==> src/rtl/pixfmt_pkg.sv <==
package pixfmt_pkg;
    localparam int COL_W       = 7;
    localparam int ROW_W       = 9;
    localparam int TOT_W       = 4;
    localparam int BCID_W      = 13;
    localparam int WORD_W      = COL_W + ROW_W + 2 * TOT_W;
    localparam int CNT_FIELD_W = WORD_W - COL_W - 1;
    localparam int HDR_PAD_W   = WORD_W - COL_W - BCID_W;

    localparam logic [COL_W-1:0] TAG_HDR  = '1;
    localparam logic [COL_W-1:0] TAG_TRL  = {{(COL_W-1){1'b1}}, 1'b0};
    localparam logic [TOT_W-1:0] TOT_NONE = '1;

    typedef struct packed {
        logic [COL_W-1:0] col;
        logic [ROW_W-1:0] row;
        logic [TOT_W-1:0] tot;
    } hit_t;

    typedef enum logic {ST_IDLE, ST_OPEN} fmt_state_e;

    typedef struct packed {
        fmt_state_e state;
        logic       pend_v;
        hit_t       pend;
        logic       trunc;
    } fmt_regs_t;

    function automatic logic [WORD_W-1:0] pack_data(hit_t h, logic [TOT_W-1:0] t2);
        return {h.col, h.row, h.tot, t2};
    endfunction

    function automatic logic [WORD_W-1:0] pack_header(logic [BCID_W-1:0] b);
        return {TAG_HDR, {HDR_PAD_W{1'b0}}, b};
    endfunction

    function automatic logic [WORD_W-1:0] pack_trailer(logic f, logic [CNT_FIELD_W-1:0] n);
        return {TAG_TRL, f, n};
    endfunction
endpackage

==> src/rtl/pixfmt_bxcounter.sv <==
module pixfmt_bxcounter #(
    parameter int W = 13
) (
    input  logic         clk,
    input  logic         rst_n,
    input  logic         bcr,
    output logic [W-1:0] bcid
);
    logic [W-1:0] bcid_d, bcid_q;

    always_comb begin
        bcid_d = bcr ? '0 : bcid_q + 1'b1;
    end

    always_ff @(posedge clk) begin
        if (!rst_n) bcid_q <= '0;
        else        bcid_q <= bcid_d;
    end

    assign bcid = bcid_q;
endmodule

==> src/rtl/pixfmt_reccount.sv <==
module pixfmt_reccount #(
    parameter int MAX   = 32,
    localparam int CNT_W = $clog2(MAX + 1)
) (
    input  logic             clk,
    input  logic             rst_n,
    input  logic             clr,
    input  logic             inc,
    output logic [CNT_W-1:0] count,
    output logic             at_cap
);
    localparam logic [CNT_W-1:0] CAP = CNT_W'(MAX);

    logic [CNT_W-1:0] cnt_d, cnt_q;

    always_comb begin
        cnt_d = cnt_q;
        if (clr)                      cnt_d = '0;
        else if (inc && cnt_q != CAP) cnt_d = cnt_q + 1'b1;
    end

    always_ff @(posedge clk) begin
        if (!rst_n) cnt_q <= '0;
        else        cnt_q <= cnt_d;
    end

    assign count  = cnt_q;
    assign at_cap = (cnt_q == CAP);
endmodule

==> src/rtl/pixfmt_neighbor.sv <==
module pixfmt_neighbor
    import pixfmt_pkg::*;
(
    input  logic             pend_v,
    input  hit_t             pend,
    input  logic             cand_eoe,
    input  logic [COL_W-1:0] cand_col,
    input  logic [ROW_W-1:0] cand_row,
    output logic             pairable
);
    logic [ROW_W:0] row_above;

    always_comb begin
        row_above = {1'b0, pend.row} + 1'b1;
        pairable  = pend_v && !cand_eoe
                    && (cand_col == pend.col)
                    && ({1'b0, cand_row} == row_above);
    end
endmodule

==> src/rtl/pixel_pair_formatter.sv <==
module pixel_pair_formatter
    import pixfmt_pkg::*;
#(
    parameter int N_COLS      = 80,
    parameter int MAX_RECORDS = 32,
    localparam int CNT_W      = $clog2(MAX_RECORDS + 1)
) (
    input  logic              clk,
    input  logic              rst_n,
    input  logic              bcr,
    input  logic              in_valid,
    output logic              in_ready,
    input  logic              in_eoe,
    input  logic [COL_W-1:0]  in_col,
    input  logic [ROW_W-1:0]  in_row,
    input  logic [TOT_W-1:0]  in_tot,
    input  logic              fifo_full,
    output logic              out_wr,
    output logic [WORD_W-1:0] out_word
);
    fmt_regs_t          r_d, r_q;
    hit_t               beat;
    logic               pairable;
    logic [BCID_W-1:0]  bcid;
    logic [CNT_W-1:0]   rec_cnt;
    logic               at_cap;
    logic               cnt_clr, cnt_inc;
    logic [TOT_W-1:0]   tot2;

    assign beat = '{col: in_col, row: in_row, tot: in_tot};

    pixfmt_bxcounter #(.W(BCID_W)) u_bx (
        .clk(clk), .rst_n(rst_n), .bcr(bcr), .bcid(bcid)
    );

    pixfmt_reccount #(.MAX(MAX_RECORDS)) u_cnt (
        .clk(clk), .rst_n(rst_n), .clr(cnt_clr), .inc(cnt_inc),
        .count(rec_cnt), .at_cap(at_cap)
    );

    pixfmt_neighbor u_nb (
        .pend_v(r_q.pend_v), .pend(r_q.pend), .cand_eoe(in_eoe),
        .cand_col(in_col), .cand_row(in_row), .pairable(pairable)
    );

    always_comb begin
        r_d      = r_q;
        in_ready = 1'b0;
        out_wr   = 1'b0;
        out_word = '0;
        cnt_clr  = 1'b0;
        cnt_inc  = 1'b0;
        tot2     = pairable ? in_tot : TOT_NONE;

        case (r_q.state)
            ST_IDLE: begin
                if (in_valid && !fifo_full) begin
                    out_wr    = 1'b1;
                    out_word  = pack_header(bcid);
                    cnt_clr   = 1'b1;
                    r_d.trunc = 1'b0;
                    r_d.state = ST_OPEN;
                end
            end
            ST_OPEN: begin
                if (in_valid) begin
                    if (!r_q.pend_v) begin
                        if (in_eoe) begin
                            if (!fifo_full) begin
                                out_wr    = 1'b1;
                                out_word  = pack_trailer(r_q.trunc, CNT_FIELD_W'(rec_cnt));
                                in_ready  = 1'b1;
                                r_d.state = ST_IDLE;
                            end
                        end else begin
                            in_ready   = 1'b1;
                            r_d.pend_v = 1'b1;
                            r_d.pend   = beat;
                        end
                    end else if (at_cap || !fifo_full) begin
                        if (at_cap) begin
                            r_d.trunc = 1'b1;
                        end else begin
                            out_wr   = 1'b1;
                            out_word = pack_data(r_q.pend, tot2);
                            cnt_inc  = 1'b1;
                        end
                        if (pairable) begin
                            in_ready   = 1'b1;
                            r_d.pend_v = 1'b0;
                        end else if (!in_eoe) begin
                            in_ready = 1'b1;
                            r_d.pend = beat;
                        end else begin
                            r_d.pend_v = 1'b0;
                        end
                    end
                end
            end
            default: r_d.state = ST_IDLE;
        endcase
    end

    always_ff @(posedge clk) begin
        if (!rst_n) begin
            r_q.state  <= ST_IDLE;
            r_q.pend_v <= 1'b0;
            r_q.pend   <= '0;
            r_q.trunc  <= 1'b0;
        end else begin
            r_q <= r_d;
        end
    end
endmodule

==> config.mk <==
export PLATFORM = sky130hd
export DESIGN_NAME = pixel_pair_formatter
export DESIGN_NICKNAME = d
export VERILOG_FILES = /design/src/rtl/pixfmt_pkg.sv /design/src/rtl/pixfmt_bxcounter.sv /design/src/rtl/pixfmt_reccount.sv /design/src/rtl/pixfmt_neighbor.sv /design/src/rtl/pixel_pair_formatter.sv
export SDC_FILE = /design/constraint.sdc
export NUM_CORES = 1
export LEC_CHECK = 0
export ABC_AREA = 1
export BUFFER_PORTS_ARGS = -buffer_cell sky130_fd_sc_hd__buf_2
export CAP_MARGIN = 20
export CORE_AREA = 2 2 78 80
export CTS_CLUSTER_SIZE = 24
export DETAILED_ROUTE_END_ITERATION = 10
export DIE_AREA = 0 0 80 82
export HOLD_SLACK_MARGIN = 0.02
export PLACE_DENSITY = 0.75
export SYNTH_ARGS = -nofsm -noshare
export SYNTH_HDL_FRONTEND = slang
export SYNTH_SLANG_ARGS = --single-unit
==> constraint.sdc <==
create_clock -name clk -period 2.4 [get_ports clk]
set_input_delay 0.72 -clock clk [delete_from_list [all_inputs] [get_ports clk]]
set_output_delay 0.72 -clock clk [all_outputs]
set_load 0.01 [all_outputs]
==> impl_metrics.toml <==
[outcome]
outcome = "complete, but fails checks"
violations = "negative setup slack"

[synthesis]
synth_edf_count = 0
synth_seq_cells = 42
yosysMostFrequentCell = "nand2_1"
yosys-top-cells-count = "nand2_1 (127), inv_1 (84), nor2_1 (63)"
seq_area_frac_synth_pct = 29.7
ys.flop_type = "dfxtp_1"
synth_cell_type_count = 30
synth_area_leaders = "dfxtp_1 (30%), nand2_1 (17%), inv_1 (11%)"
synth_top_area_share_pct = 29.7
ys_async_sr_fraction_pct = 0
netlist_instances = 477
avgSynthCellArea_um2 = 5.94
synth_area_um2 = 2830
syn_nets = 507
yosysTopAreaCell = "dfxtp_1"
yosys_warnings = 0

[power_and_ir_drop]
vdd_drop_max_v = 0.000243
p_int_mw = 1.27
clockPowerShare_pct = 41.1
p_leak_nw = 1.91
powerDensity_nw_per_um2 = 446
p_sw_share_pct = 26.4
seqPwrFrac_pct = 42.0
p_comb_share_pct = 16.9
power_switching_mw = 0.457

[cells_and_area]
nNetsFinal = 594
drive_above_1_share_pct = 31.9
regArea_um2 = 847
instances_no_fill = 640
diodes = 0
area_growth_pct = 36.7
fillers = 510
multi_input_area_um2 = 1830

[global_routing]
grtUsageTotal_pct = 24.9
antenna_found_initial = 0
grt_start_max_net_pins = 23
grt_use_met3_pct = 4.07
grtUsageMet1_pct = 30.5
globalRoute.totalOverflow = 0
grt_pass1_wl_um = 13000
grt_pass1_vias = 3019
grt.busiest_layer = "met2"
grt_use_met2_pct = 43.4

[clock_tree]
cts-root-buf = "clkbuf_8"
cts_made_buffers = 5
htree_num_levels = 2
cts_tree = "built"
clock_sinks = 42
hold_buffers = 0
clk_latency_ps = 300
cts.path.max_buffers = 2
cts.clk_slew.worst_paths_ps = 80

[routing]
vias = 3187
wl_um = 8010
routedWlPerCell_um = 12.5
avgViaCountPerCell = 4.98
drt_pass1_iterations = 4
ant_nets = 0
drc = 0
drtIter0Drc = 139

[sta]
worst_slew_pin_slew_ps = 496
post-route-period-util_pct = 114
fin_crit_ps = 2730
rsz0062_at_grt = "yes"
setup_ws_ps = -330
hold_viol = 0
maxSlewHeadroom_pct = 66.8
slew_violations = 0
fin_worst_skew_ps = 8.85
setup_viol_count_final = 17
fmax_ghz = 0.366

[place]
io_buffers = 51
place_congestion = 0.934
dp_slack_ps = -260
dp_cells = 624
dp_hpwl_um = 5650

[setup_path]
slowest_stage = "dfxtp_2"
worstPathRequired_ps = 1680
path_class = "register to output pin"
crit_chain = "ha_4 > nand2_1 > inv_1 > nor2_1 > nor2_1 > nand2_1 > nor2_2 > nand2_2 > nor2_4 > nand2_4 > buf_4 > nor2_2 > o21ai_1 > buf_2"
arrival_ps = 2010
path_max_fanout = 3
start_kind = "register"
slowest_delay_ps = 340
end_kind = "output pin"

[die]
coreArea_um2 = 5750
ioPinCount = 52
start_util_pct = 49.3
dieWidth_um = 80
rows = 28
dieArea_um2 = 6560
die_y_um = 82

[worst_hold_path]
worstHoldPathType = "register to register"

[run]
maxCapViolations = 0
## repair_timing
item	4_1_cts	5_1_grt
pin swaps	7	11
gates resized for setup	44	41
buffers inserted	5	4
endpoints found under the setup margin	25	26
## stage by stage
step | hold WS, ps | utilization [%] | total power [mW] | TNS [ps] | instance area [um2]
2_1_floorplan | 430 | - | 0.893 | -56.9 | 2840
3_3_place_gp | 449 | 58.7 | 0.996 | -803 | 3370
3_5_place_dp | 467 | 58.7 | 1.00 | -953 | 3370
4_1_cts | 487 | 64.1 | 1.72 | -1640 | 3680
5_1_grt | 511 | 67.4 | 1.80 | -3910 | 3870
6_report | 482 | 67.4 | 1.73 | -1650 | 3870
## final timing paths
check                                              from                 endpoint  slack (ps)  cells past startpoint
worst min register to register  u_bx.bcid[0]$_SDFF_PP0_  u_bx.bcid[0]$_SDFF_PP0_         480                      1
worst max-delay path                r_q[6]$_SDFFE_PN0P_              out_word[2]        -330                     14
worst max register to register      r_q[5]$_SDFFE_PN0P_      r_q[6]$_SDFFE_PN0P_         350                     15
worst min-delay path            u_bx.bcid[0]$_SDFF_PP0_  u_bx.bcid[0]$_SDFF_PP0_         480                      1
## flip-flops by register name, indices dropped and copies added, names as in the netlist
| signal | cells |
|---|---|
| u_bx.bcid | 13 |
| r_q | 23 |
| u_cnt.count | 6 |
## critical path, delay by kind of cell (launching register included)
family,cells,cell delay [ps]
fa+ha+maj,1,260
buf+inv,3,340
flops,1,340
simple gates,9,680
compound gates,1,70
## layout make-up
class                   count  share of cell area (%)
repair buffers             93                    16.4
clock buffers               6                    2.13
inverters                  88                    8.52
clock inverters             2                    1.55
well taps                  75                    2.42
multi-input cells         334                    47.1
flip-flops and latches     42                    21.9
## kinds of logic (layout without fill, tap and decap cells)
kind of cell	count (synthesis)	count (layout)	share of synthesized area, %
adders and majority gates	4	4	1.77
DFF	42	42	29.7
xor gates and xnor gates	7	7	2.16
AOI/OAI and AO/OA	59	59	10.8
and+or+nand+nor	264	264	41.0
buffers and inverters	101	189	14.6
## power by group through the flow
stage	clock network [mW]	registers, mW	logic, mW
2_1_floorplan	0	0.737	0.156
4_1_cts	0.720	0.725	0.273
3_3_place_gp	0	0.739	0.256
3_5_place_dp	0	0.740	0.260
6_report	0.711	0.725	0.293
5_1_grt	0.748	0.728	0.328
## metal layers
metal / up-vias / share of wire [%]
li1: 1659 / -
met3: 11 / 5.3
met1: 1428 / 45
met4: 0 / 1.7
met5: - / 0
met2: 89 / 48
## cell usage in the layout, fill, tap and decap left out, drive strengths merged, types with 2 or more instances in the layout
master,n
nor3,7
buf,93
inv,87
ha,4
xor2,5
xnor2,2
nand3,25
dfxtp,42
nand4,16
a21oi,15
o22ai,6
nor2,85
o21ai,36
nand2,130
clkbuf,6
bufinv,2
(Power assumes the default switching activity.)
